File: src/rtl/serial_rx_pkg.sv
package serial_rx_pkg;
  typedef enum logic {
    FRAME_TAGPIN = 1'b0,
    FRAME_INLINE = 1'b1
  } frame_e;

  // bits per word for a given framing
  function automatic int word_bits(input frame_e f, input int data_w);
    return (f == FRAME_INLINE) ? data_w + 1 : data_w;
  endfunction
endpackage

File: src/rtl/srx_sync.sv
module srx_sync #(
  parameter int WIDTH = 4,
  parameter int STAGES = 2,
  parameter logic [WIDTH-1:0] RST_VAL = '0
) (
  input  logic             clk,
  input  logic             rst,
  input  logic [WIDTH-1:0] d,
  output logic [WIDTH-1:0] q
);
  logic [STAGES-1:0][WIDTH-1:0] stg;

  always_ff @(posedge clk) begin
    if (rst) begin
      for (int i = 0; i < STAGES; i++) stg[i] <= RST_VAL;
    end else begin
      stg[0] <= d;
      for (int i = 1; i < STAGES; i++) stg[i] <= stg[i-1];
    end
  end

  assign q = stg[STAGES-1];
endmodule

File: src/rtl/srx_deser.sv
module srx_deser
  import serial_rx_pkg::*;
#(
  parameter int DATA_W = 8,
  localparam int CW = $clog2(DATA_W + 2)
) (
  input  logic              clk,
  input  logic              rst,
  input  frame_e            frame,
  input  logic              cs_act,
  input  logic              bit_stb,
  input  logic              sdi,
  input  logic              dc,
  input  logic              hold,
  output logic [CW-1:0]     cnt,
  output logic [DATA_W-1:0] word,
  output logic              is_data,
  output logic              valid
);
  localparam logic [CW-1:0] LAST_PIN = CW'(word_bits(FRAME_TAGPIN, DATA_W) - 1);
  localparam logic [CW-1:0] LAST_INL = CW'(word_bits(FRAME_INLINE, DATA_W) - 1);

  logic [DATA_W-1:0] shreg;
  logic [CW-1:0]     last_idx;
  logic              at_last;

  assign last_idx = (frame == FRAME_INLINE) ? LAST_INL : LAST_PIN;
  assign at_last  = (cnt == last_idx);

  always_ff @(posedge clk) begin
    if (rst || !cs_act) begin
      cnt   <= '0;
      shreg <= '0;
      valid <= 1'b0;
      if (rst) begin
        word    <= '0;
        is_data <= 1'b0;
      end
    end else begin
      valid <= 1'b0;
      if (bit_stb) begin
        shreg <= {shreg[DATA_W-2:0], sdi};
        if (at_last) begin
          cnt <= '0;
          if (!hold) begin
            valid   <= 1'b1;
            word    <= {shreg[DATA_W-2:0], sdi};
            is_data <= (frame == FRAME_INLINE) ? shreg[DATA_W-1] : dc;
          end
        end else begin
          cnt <= cnt + 1'b1;
        end
      end
    end
  end

  // deselect forces the word state idle on the next cycle
  a_r4_deselect_clears: assert property (@(posedge clk) disable iff (rst)
    !cs_act |=> (cnt == '0) && !valid);
  // the bit count never passes the last slot of the word
  a_r3_count_bound: assert property (@(posedge clk) disable iff (rst)
    cnt <= last_idx);
  // a strobe never lasts two cycles
  a_r5_single_pulse: assert property (@(posedge clk) disable iff (rst)
    valid |=> !valid);
endmodule

File: src/rtl/srx_readback.sv
module srx_readback
  import serial_rx_pkg::*;
#(
  parameter int DATA_W = 8,
  localparam int CW = $clog2(DATA_W + 2)
) (
  input  logic              clk,
  input  logic              rst,
  input  frame_e            frame,
  input  logic              cs_act,
  input  logic              rd_active,
  input  logic [DATA_W-1:0] rd_byte,
  input  logic [CW-1:0]     cnt,
  output logic              sda_out,
  output logic              sda_oe
);
  logic [CW-1:0]     pos;
  logic [DATA_W-1:0] shifted;
  logic              nxt_bit;

  always_comb begin
    pos     = '0;
    nxt_bit = 1'b0;
    if (frame == FRAME_INLINE) begin
      pos = CW'(DATA_W) - cnt;
      if (cnt != '0) begin
        shifted = rd_byte >> pos;
        nxt_bit = shifted[0];
      end else begin
        shifted = '0;
      end
    end else begin
      pos     = CW'(DATA_W - 1) - cnt;
      shifted = rd_byte >> pos;
      nxt_bit = shifted[0];
    end
  end

  always_ff @(posedge clk) begin
    if (rst) begin
      sda_out <= 1'b0;
      sda_oe  <= 1'b0;
    end else begin
      sda_out <= nxt_bit & rd_active & cs_act;
      sda_oe  <= rd_active & cs_act;
    end
  end

  // the output enable drops after deselect or end of read
  a_r8_oe_release: assert property (@(posedge clk) disable iff (rst)
    (!cs_act || !rd_active) |=> !sda_oe);
endmodule

File: src/rtl/serial_cmd_rx.sv
module serial_cmd_rx
  import serial_rx_pkg::*;
#(
  parameter int DATA_W = 8,
  parameter int SYNC_STAGES = 2,
  localparam int CW = $clog2(DATA_W + 2)
) (
  input  logic              clk,
  input  logic              rst,
  input  logic              mode_3w,
  input  logic              csn,
  input  logic              scl,
  input  logic              sdi,
  input  logic              dc,
  input  logic              rd_active,
  input  logic [DATA_W-1:0] rd_byte,
  output logic              sda_out,
  output logic              sda_oe,
  output logic [DATA_W-1:0] rx_byte,
  output logic              rx_is_data,
  output logic              rx_valid
);
  // bus order: {scl, csn, sdi, dc}; csn idles high
  logic [3:0] raw_bus, sync_bus;
  logic       scl_s, csn_s, sdi_s, dc_s, scl_q;
  logic       cs_act, bit_stb;
  logic [CW-1:0] cnt;
  frame_e     frame;

  assign raw_bus = {scl, csn, sdi, dc};
  assign frame   = frame_e'(mode_3w);

  srx_sync #(.WIDTH(4), .STAGES(SYNC_STAGES), .RST_VAL(4'b0100)) u_sync (
    .clk(clk), .rst(rst), .d(raw_bus), .q(sync_bus)
  );

  assign {scl_s, csn_s, sdi_s, dc_s} = sync_bus;

  always_ff @(posedge clk) begin
    if (rst) scl_q <= 1'b0;
    else     scl_q <= scl_s;
  end

  assign cs_act  = !csn_s;
  assign bit_stb = scl_s & !scl_q & cs_act;

  srx_deser #(.DATA_W(DATA_W)) u_deser (
    .clk(clk), .rst(rst), .frame(frame), .cs_act(cs_act),
    .bit_stb(bit_stb), .sdi(sdi_s), .dc(dc_s), .hold(rd_active),
    .cnt(cnt), .word(rx_byte), .is_data(rx_is_data), .valid(rx_valid)
  );

  srx_readback #(.DATA_W(DATA_W)) u_rdbk (
    .clk(clk), .rst(rst), .frame(frame), .cs_act(cs_act),
    .rd_active(rd_active), .rd_byte(rd_byte), .cnt(cnt),
    .sda_out(sda_out), .sda_oe(sda_oe)
  );

  // a read cycle produces no strobe
  a_r7_no_strobe_on_read: assert property (@(posedge clk) disable iff (rst)
    rd_active |=> !rx_valid);
  // outputs idle right after reset
  a_r1_reset_idle: assert property (@(posedge clk)
    rst |=> !rx_valid && !sda_oe);
endmodule

File: config.mk
export PLATFORM = sky130hd
export DESIGN_NAME = serial_cmd_rx
export DESIGN_NICKNAME = d
export VERILOG_FILES = /design/src/rtl/serial_rx_pkg.sv /design/src/rtl/srx_sync.sv /design/src/rtl/srx_deser.sv /design/src/rtl/srx_readback.sv /design/src/rtl/serial_cmd_rx.sv
export SDC_FILE = /design/constraint.sdc
export NUM_CORES = 1
export LEC_CHECK = 0
export BUFFER_PORTS_ARGS = -buffer_cell sky130_fd_sc_hd__buf_2
export CORE_MARGIN = 8
export CORE_UTILIZATION = 50
export DETAILED_ROUTE_END_ITERATION = 16
export PLACE_DENSITY = 0.74
export SYNTH_ARGS = -nofsm -noshare
export SYNTH_HDL_FRONTEND = slang
export SYNTH_SLANG_ARGS = --single-unit
File: constraint.sdc
create_clock -name clk -period 2.67 [get_ports clk]
set_clock_uncertainty 0.2 [all_clocks]
set_input_delay 0.534 -clock clk [delete_from_list [all_inputs] [get_ports clk]]
set_output_delay 0.534 -clock clk [all_outputs]
set_load 0.005 [all_outputs]
# == Word-level counts from Yosys, hierarchy flattened ==
# Index checks and enable logic that the tools add are counted.
# op_classes
n_reduce_logical,8
eq_ne,3
bitwise_logic,7
n_shift,2
muxes,16
add_sub_neg,3
# ops
operator,count
$mux W8,5
$shr A8 B4 Y1,2
$mux W1,9
$mux W4,2
$and A1 B1 Y1,5
$add A4 B1 Y4 const B,1
$eq A4 B4 Y1,1
$reduce_and A4 Y1,1
$reduce_bool A2 Y1,2
$reduce_bool A4 Y1,1
$sub A3 B4 Y4 const A,1
$sub A4 B4 Y4 const A,1
$reduce_or A3 Y1,1
$logic_not A1 Y1,2
$ne A2 B1 Y1 const B,1
$ne A2 B2 Y1 const B,1
$not A1 Y1,2
$logic_or A1 B1 Y1,1
# totals
word_cells,49
output_inout_bits,12
input_bits,16
regBits,33

# == Longest topological paths before layout ==
# depth
ltp_word,6
ltp_mapped,7
depth_no_buf,6

# == Cells and area by module ==
# From an unflattened synthesis, not the netlist that was laid out.
# unflattened
hier_cells,131
area_unflattened_um2,1463.9
# modules_own_cells
module,area_each_um2,seq_area_each_um2,cells_per_inst,n_inst
srx_deser,893.4,530.5,76,1
srx_readback,287.8,40.0,31,1
srx_sync,240.2,160.2,20,1
serial_cmd_rx,42.5,20.0,4,1

# == Worst setup path after synthesis ==
# Ideal clock, no wire load.
# synth_path
path_type,reg2reg
startpoint,register u_deser.cnt[0]
endpoint,register u_deser.is_data (enable)
setup_slack_ns,0.795
period_less_slack_ns,1.875
path_buffers,1
arrival_time_ns,1.339
stages_incl_launch_ff,6
required_time_ns,2.135
setup_ns,0.335
path_cell_list,dfxtp_1 buf_6 nor4b_4 a22oi_2 o21ai_4 o21a_1
# synth_between
elab_chain_len,3
# synth_lines
item,line,source
start: declaration,srx_deser.sv:15,"output logic [CW-1:0] cnt,"
start signal: assignment,srx_deser.sv:51,cnt <= cnt + 1'b1;
$eq A4 B4 Y1,srx_deser.sv:28,assign at_last = (cnt == last_idx);
$reduce_bool A2 Y1 (no source line),n/a,
$reduce_and A4 Y1 (no source line),n/a,
end signal: assignment,srx_deser.sv:48,is_data <= (frame == FRAME_INLINE) ? shreg[DATA_W-1] : dc;
end: declaration,srx_deser.sv:17,"output logic is_data,"
# No other way between the ends.
# A chain may end at the register's enable or synchronous reset.

# == Worst setup path in the final report ==
# layout_path
startpoint,register u_deser.cnt[0]
endpoint,register u_rdbk.sda_out
# layout_between
elab_chain_len,6
word_cells_on_any_way,9
cone_classes,add/sub (2); shift (2); mux (2); bitwise (2); reduce/logical (1)
# layout_lines
item,line,source
$sub A4 B4 Y4,srx_readback.sv:25,pos = CW'(DATA_W) - cnt;
$shr A8 B4 Y1,srx_readback.sv:27,shifted = rd_byte >> pos;
$mux W1,srx_readback.sv:26,if (cnt != '0) begin
$mux W1 (*),srx_readback.sv:24,if (frame == FRAME_INLINE) begin
$and A1 B1 Y1 (*) (2 in a row),srx_readback.sv:44,sda_out <= nxt_bit & rd_active & cs_act;
end signal: assignment,srx_readback.sv:44,
end: declaration,srx_readback.sv:14,"output logic sda_out,"
# Mark *: on every way between the ends. The rest lies on a longest branch, timed or not.

==> summary.md <==
| Metric | Value |
|---|---|
| Cell area after technology mapping | approximately 1400 µm² |
| Post-Place Setup Slack | ~0.53 ns |
| Clock Sinks | 33 |
| Hold Crit Start | csn |
| Remaining global-route overflow | 0 |
| Register area share after synthesis | between 50 and 60% |
| Largest cells by area after synthesis | sky130_fd_sc_hd__dfxtp_1 34%, sky130_fd_sc_hd__edfxtp_1 19%, sky130_fd_sc_hd__o22a_1 4.4%, sky130_fd_sc_hd__and2_1 4.0%, sky130_fd_sc_hd__nor2b_1 4.0% |
| Core region area | 2710 µm² |
| Post_cts resized | 0 |
| Hold Path Cell Cnt | 2 |
| First drt pass iteration count | 3 |
| Overall die height | between 60 and 70 µm |
| Worst hold slack | slightly above 0.2 ns |
| Slew at the pin closest to its max-slew limit | around 0.41 ns |
| Hold worst-path end | u_sync.stg[2]$_SDFF_PP1_ |
| # rows | 19 |
| Least setup slack across all paths after layout | between 0.5 and 0.6 ns |
| Global-route total usage across every layer | between 10% and 20% |
| Total inserted antenna cells | 0 |
| Final antenna-violating net count | 0 |
| Mean routed wirelength per cell | roughly 14 µm |
| Share of the clock period used by the worst path after layout | between 70% and 80% |
| Final Hold Violating Endpoints | 0 |
| Power Total | 0.859 mW |
| Antenna violations before repair | 0 |
| Total half-perimeter wirelength after legalization and detailed placement | about 1900 µm |
| Largest driver fanout on the critical path | 9 |
| Most frequently used flop master after synthesis | sky130_fd_sc_hd__dfxtp_1 |
| Inst Count DP | 167 |
| Synthesis-stage register bit count | 33 |
| Setup repair after global routing missed its margin | no |
| Final core occ | 58.4% |
| Required arrival time at the worst endpoint | 2.69 ns |
| Launching element type of the critical path | flop |
| DR vias | 929 |
| Largest area contributor in the netlist | sky130_fd_sc_hd__dfxtp_1 |
| Final max-slew violation count | 0 |
| Root buffer cell | sky130_fd_sc_hd__clkbuf_4 |
| Min-delay worst type | in2reg |
| Syn Inst Count | roughly 110 |
| Layout-stage area growth over the synthesis result | 13.6% |
| Clock Tree Buf Depth | 2 |
| Total leakage power | 0.603 nW |
| Category of the most critical setup path | reg2reg |
| Horizontal die dimension | 68.8 µm |
| Total power density per cell area | 542 nW/µm² |
| Signal arrival time at the worst endpoint | about 2.2 ns |
| Hold-fix buffer count after cts | 0 |
| Die Footprint | 4730 µm² |
| Fraction of layout cells with a size suffix above 1 | 32.6% |
| # Max-Cap Violations | 0 |
| Slew headroom | between 70% and 80% |
| Run status | finished clean |
| Largest net degree at the start of global routing | 16 |
| Number of I/O port buffers | 27 |
| Number of different library cells in the post-synthesis netlist | 38 |
| TritonCTS clock tree | yes |
| Number of standard cells in the layout, taps in and fillers out | approximately 180 |
| Number of cells traversed by the worst register-to-register path | 6 |
| Most frequent cells after synthesis | 24 x sky130_fd_sc_hd__dfxtp_1, 9 x sky130_fd_sc_hd__and2_1, 9 x sky130_fd_sc_hd__edfxtp_1, 9 x sky130_fd_sc_hd__nor2b_1, 7 x sky130_fd_sc_hd__o22a_1 |
| Initial core utilization | 51.4% |
| Final Wtd Congestion | around 0.85 |
| Number of nets produced by synthesis | about 130 |
| Post-placement cell area | roughly 1500 µm² |
| Final Net Count | ~160 |
| Start of the worst register-to-register path | u_deser.cnt[0]$_SDFFE_PP0P_ |
| Clock network latency to the later pin of the worst-skew pair | 0.32 ns |
| # H-tree levels | 2 |
| Share of synthesized registers carrying an async set or reset | 0% |
| # Post-CTS Setup Buffers | 0 |
| Number of top-level pins | 28 |
| Clock transition at the register clock pins on the worst setup and hold paths after CTS | roughly 0.090 ns |
| Count of yosys warnings during synthesis | 0 |
| Synthesized area divided by synthesized cell count | 12.2 µm² |
| Number of global-route vias before repair | 970 |
| Count of flip-flops with a built-in enable after synthesis | 9 |
| Top achievable clock speed | ~470 MHz |
| Critical path capture point type | flop |
| Dominant cell by count in the synthesized netlist | sky130_fd_sc_hd__dfxtp_1 |
| Largest vdd supply drop | a little over 0.5 mV |
| CTS buffer count | 5 |
| Share of the synthesized area in the top cell type | about a third |
| Wire length after detailed routing | ~2500 µm |
| Global-route wire length before repair | slightly above 4000 µm |
| Final sum of negative setup slack | 0 ns |
| Post-route cell area | around 1600 µm² |
| Via-per-instance ratio | about 5.3 |
| Setup Viol. Count Final | 0 |
| Starting DRT DRC Count | 40 |
| Detailed-route DRC error count | 0 |
| Reg-to-reg endpoint | u_rdbk.sda_out$_SDFF_PP0_ |
| Final Critical Period | about 2.1 ns |
| Reg-to-reg slack, setup | approximately 0.54 ns |
critical path, stage by stage, from the launching register on:
cell	delay [ns]
sky130_fd_sc_hd__dfxtp_1	0.55
sky130_fd_sc_hd__inv_1	0.16
sky130_fd_sc_hd__ha_1	0.41
sky130_fd_sc_hd__mux2i_1	0.25
sky130_fd_sc_hd__nand2_1	0.09
sky130_fd_sc_hd__a211oi_1	0.25
sky130_fd_sc_hd__o22ai_1	0.11
registers in the layout (all words and copies together), names as in the netlist:
register / count
u_sync.q: 4
u_rdbk.sda_out: 1
u_deser.is_data: 1
u_deser.shreg: 8
u_rdbk.sda_oe: 1
u_deser.cnt: 4
scl_q: 1
u_deser.word: 8
u_deser.valid: 1
u_sync.stg: 4
placed cells by master, fill, tap and decap left out, drive strengths merged, types with 2 or more instances in the layout:
cell type and instances:
nand3 2, o21ai 2, or2 2, nor3 3, inv 3, edfxtp 9
o22ai 2, dfxtp 24, and2 9, mux4 2, xnor2 3, buf 27
nor2 9, nor2b 10, ha 2, clkbuf 8, o22a 7, mux2i 5
area by class of cell:
cell class	count	area, µm²
Timing Repair Buffer	27	135
Sequential cell	33	751
Multi-Input combinational cell	73	589
Tap cell	31	38.8
Inverter	3	11.3
Fill cell	237	1130
Clock buffer	8	58.8
kinds of logic (layout without fill, tap and decap cells):
| family | Yosys count | in the layout | share of synthesized area (%) |
|---|---|---|---|
| and+or+nand+nor | 42 | 42 | 19.7 |
| DFF | 33 | 33 | 53.9 |
| AOI/OAI and AO/OA | 17 | 17 | 10.6 |
| muxes | 8 | 8 | 7.63 |
| buffers and inverters | 8 | 38 | 3.86 |
| xor gates and xnor gates | 4 | 4 | 2.51 |
| adders and majority gates | 2 | 2 | 1.80 |
layer usage:
layer  GRT usage [%]  up-vias  routed length [µm]
li1                -      463                   -
met1            13.3      434                1050
met2            19.4       23                1220
met3            4.20        9                 158
met4            6.77        0                  59
met5               0        -                   0
how the worst max path moves through the flow:
stage,start,end
2_1_floorplan,u_deser.cnt[0]$_SDFFE_PP0P_,u_deser.is_data$_SDFFCE_PP0P_
5_1_grt,u_deser.cnt[0]$_SDFFE_PP0P_,u_rdbk.sda_out$_SDFF_PP0_
4_1_cts,u_deser.cnt[0]$_SDFFE_PP0P_,u_deser.word[3]$_SDFFCE_PP0P_
6_report,u_deser.cnt[0]$_SDFFE_PP0P_,u_rdbk.sda_out$_SDFF_PP0_
3_5_place_dp,mode_3w,u_deser.word[3]$_SDFFCE_PP0P_
3_3_place_gp,mode_3w,u_deser.word[3]$_SDFFCE_PP0P_
report_power, final:
part	internal, mW	switching, mW	total, mW
sequential	0.527	0.00425	0.531
combinational	0.0241	0.0243	0.0484
clock	0.130	0.150	0.280
(Power assumes the default switching activity.)
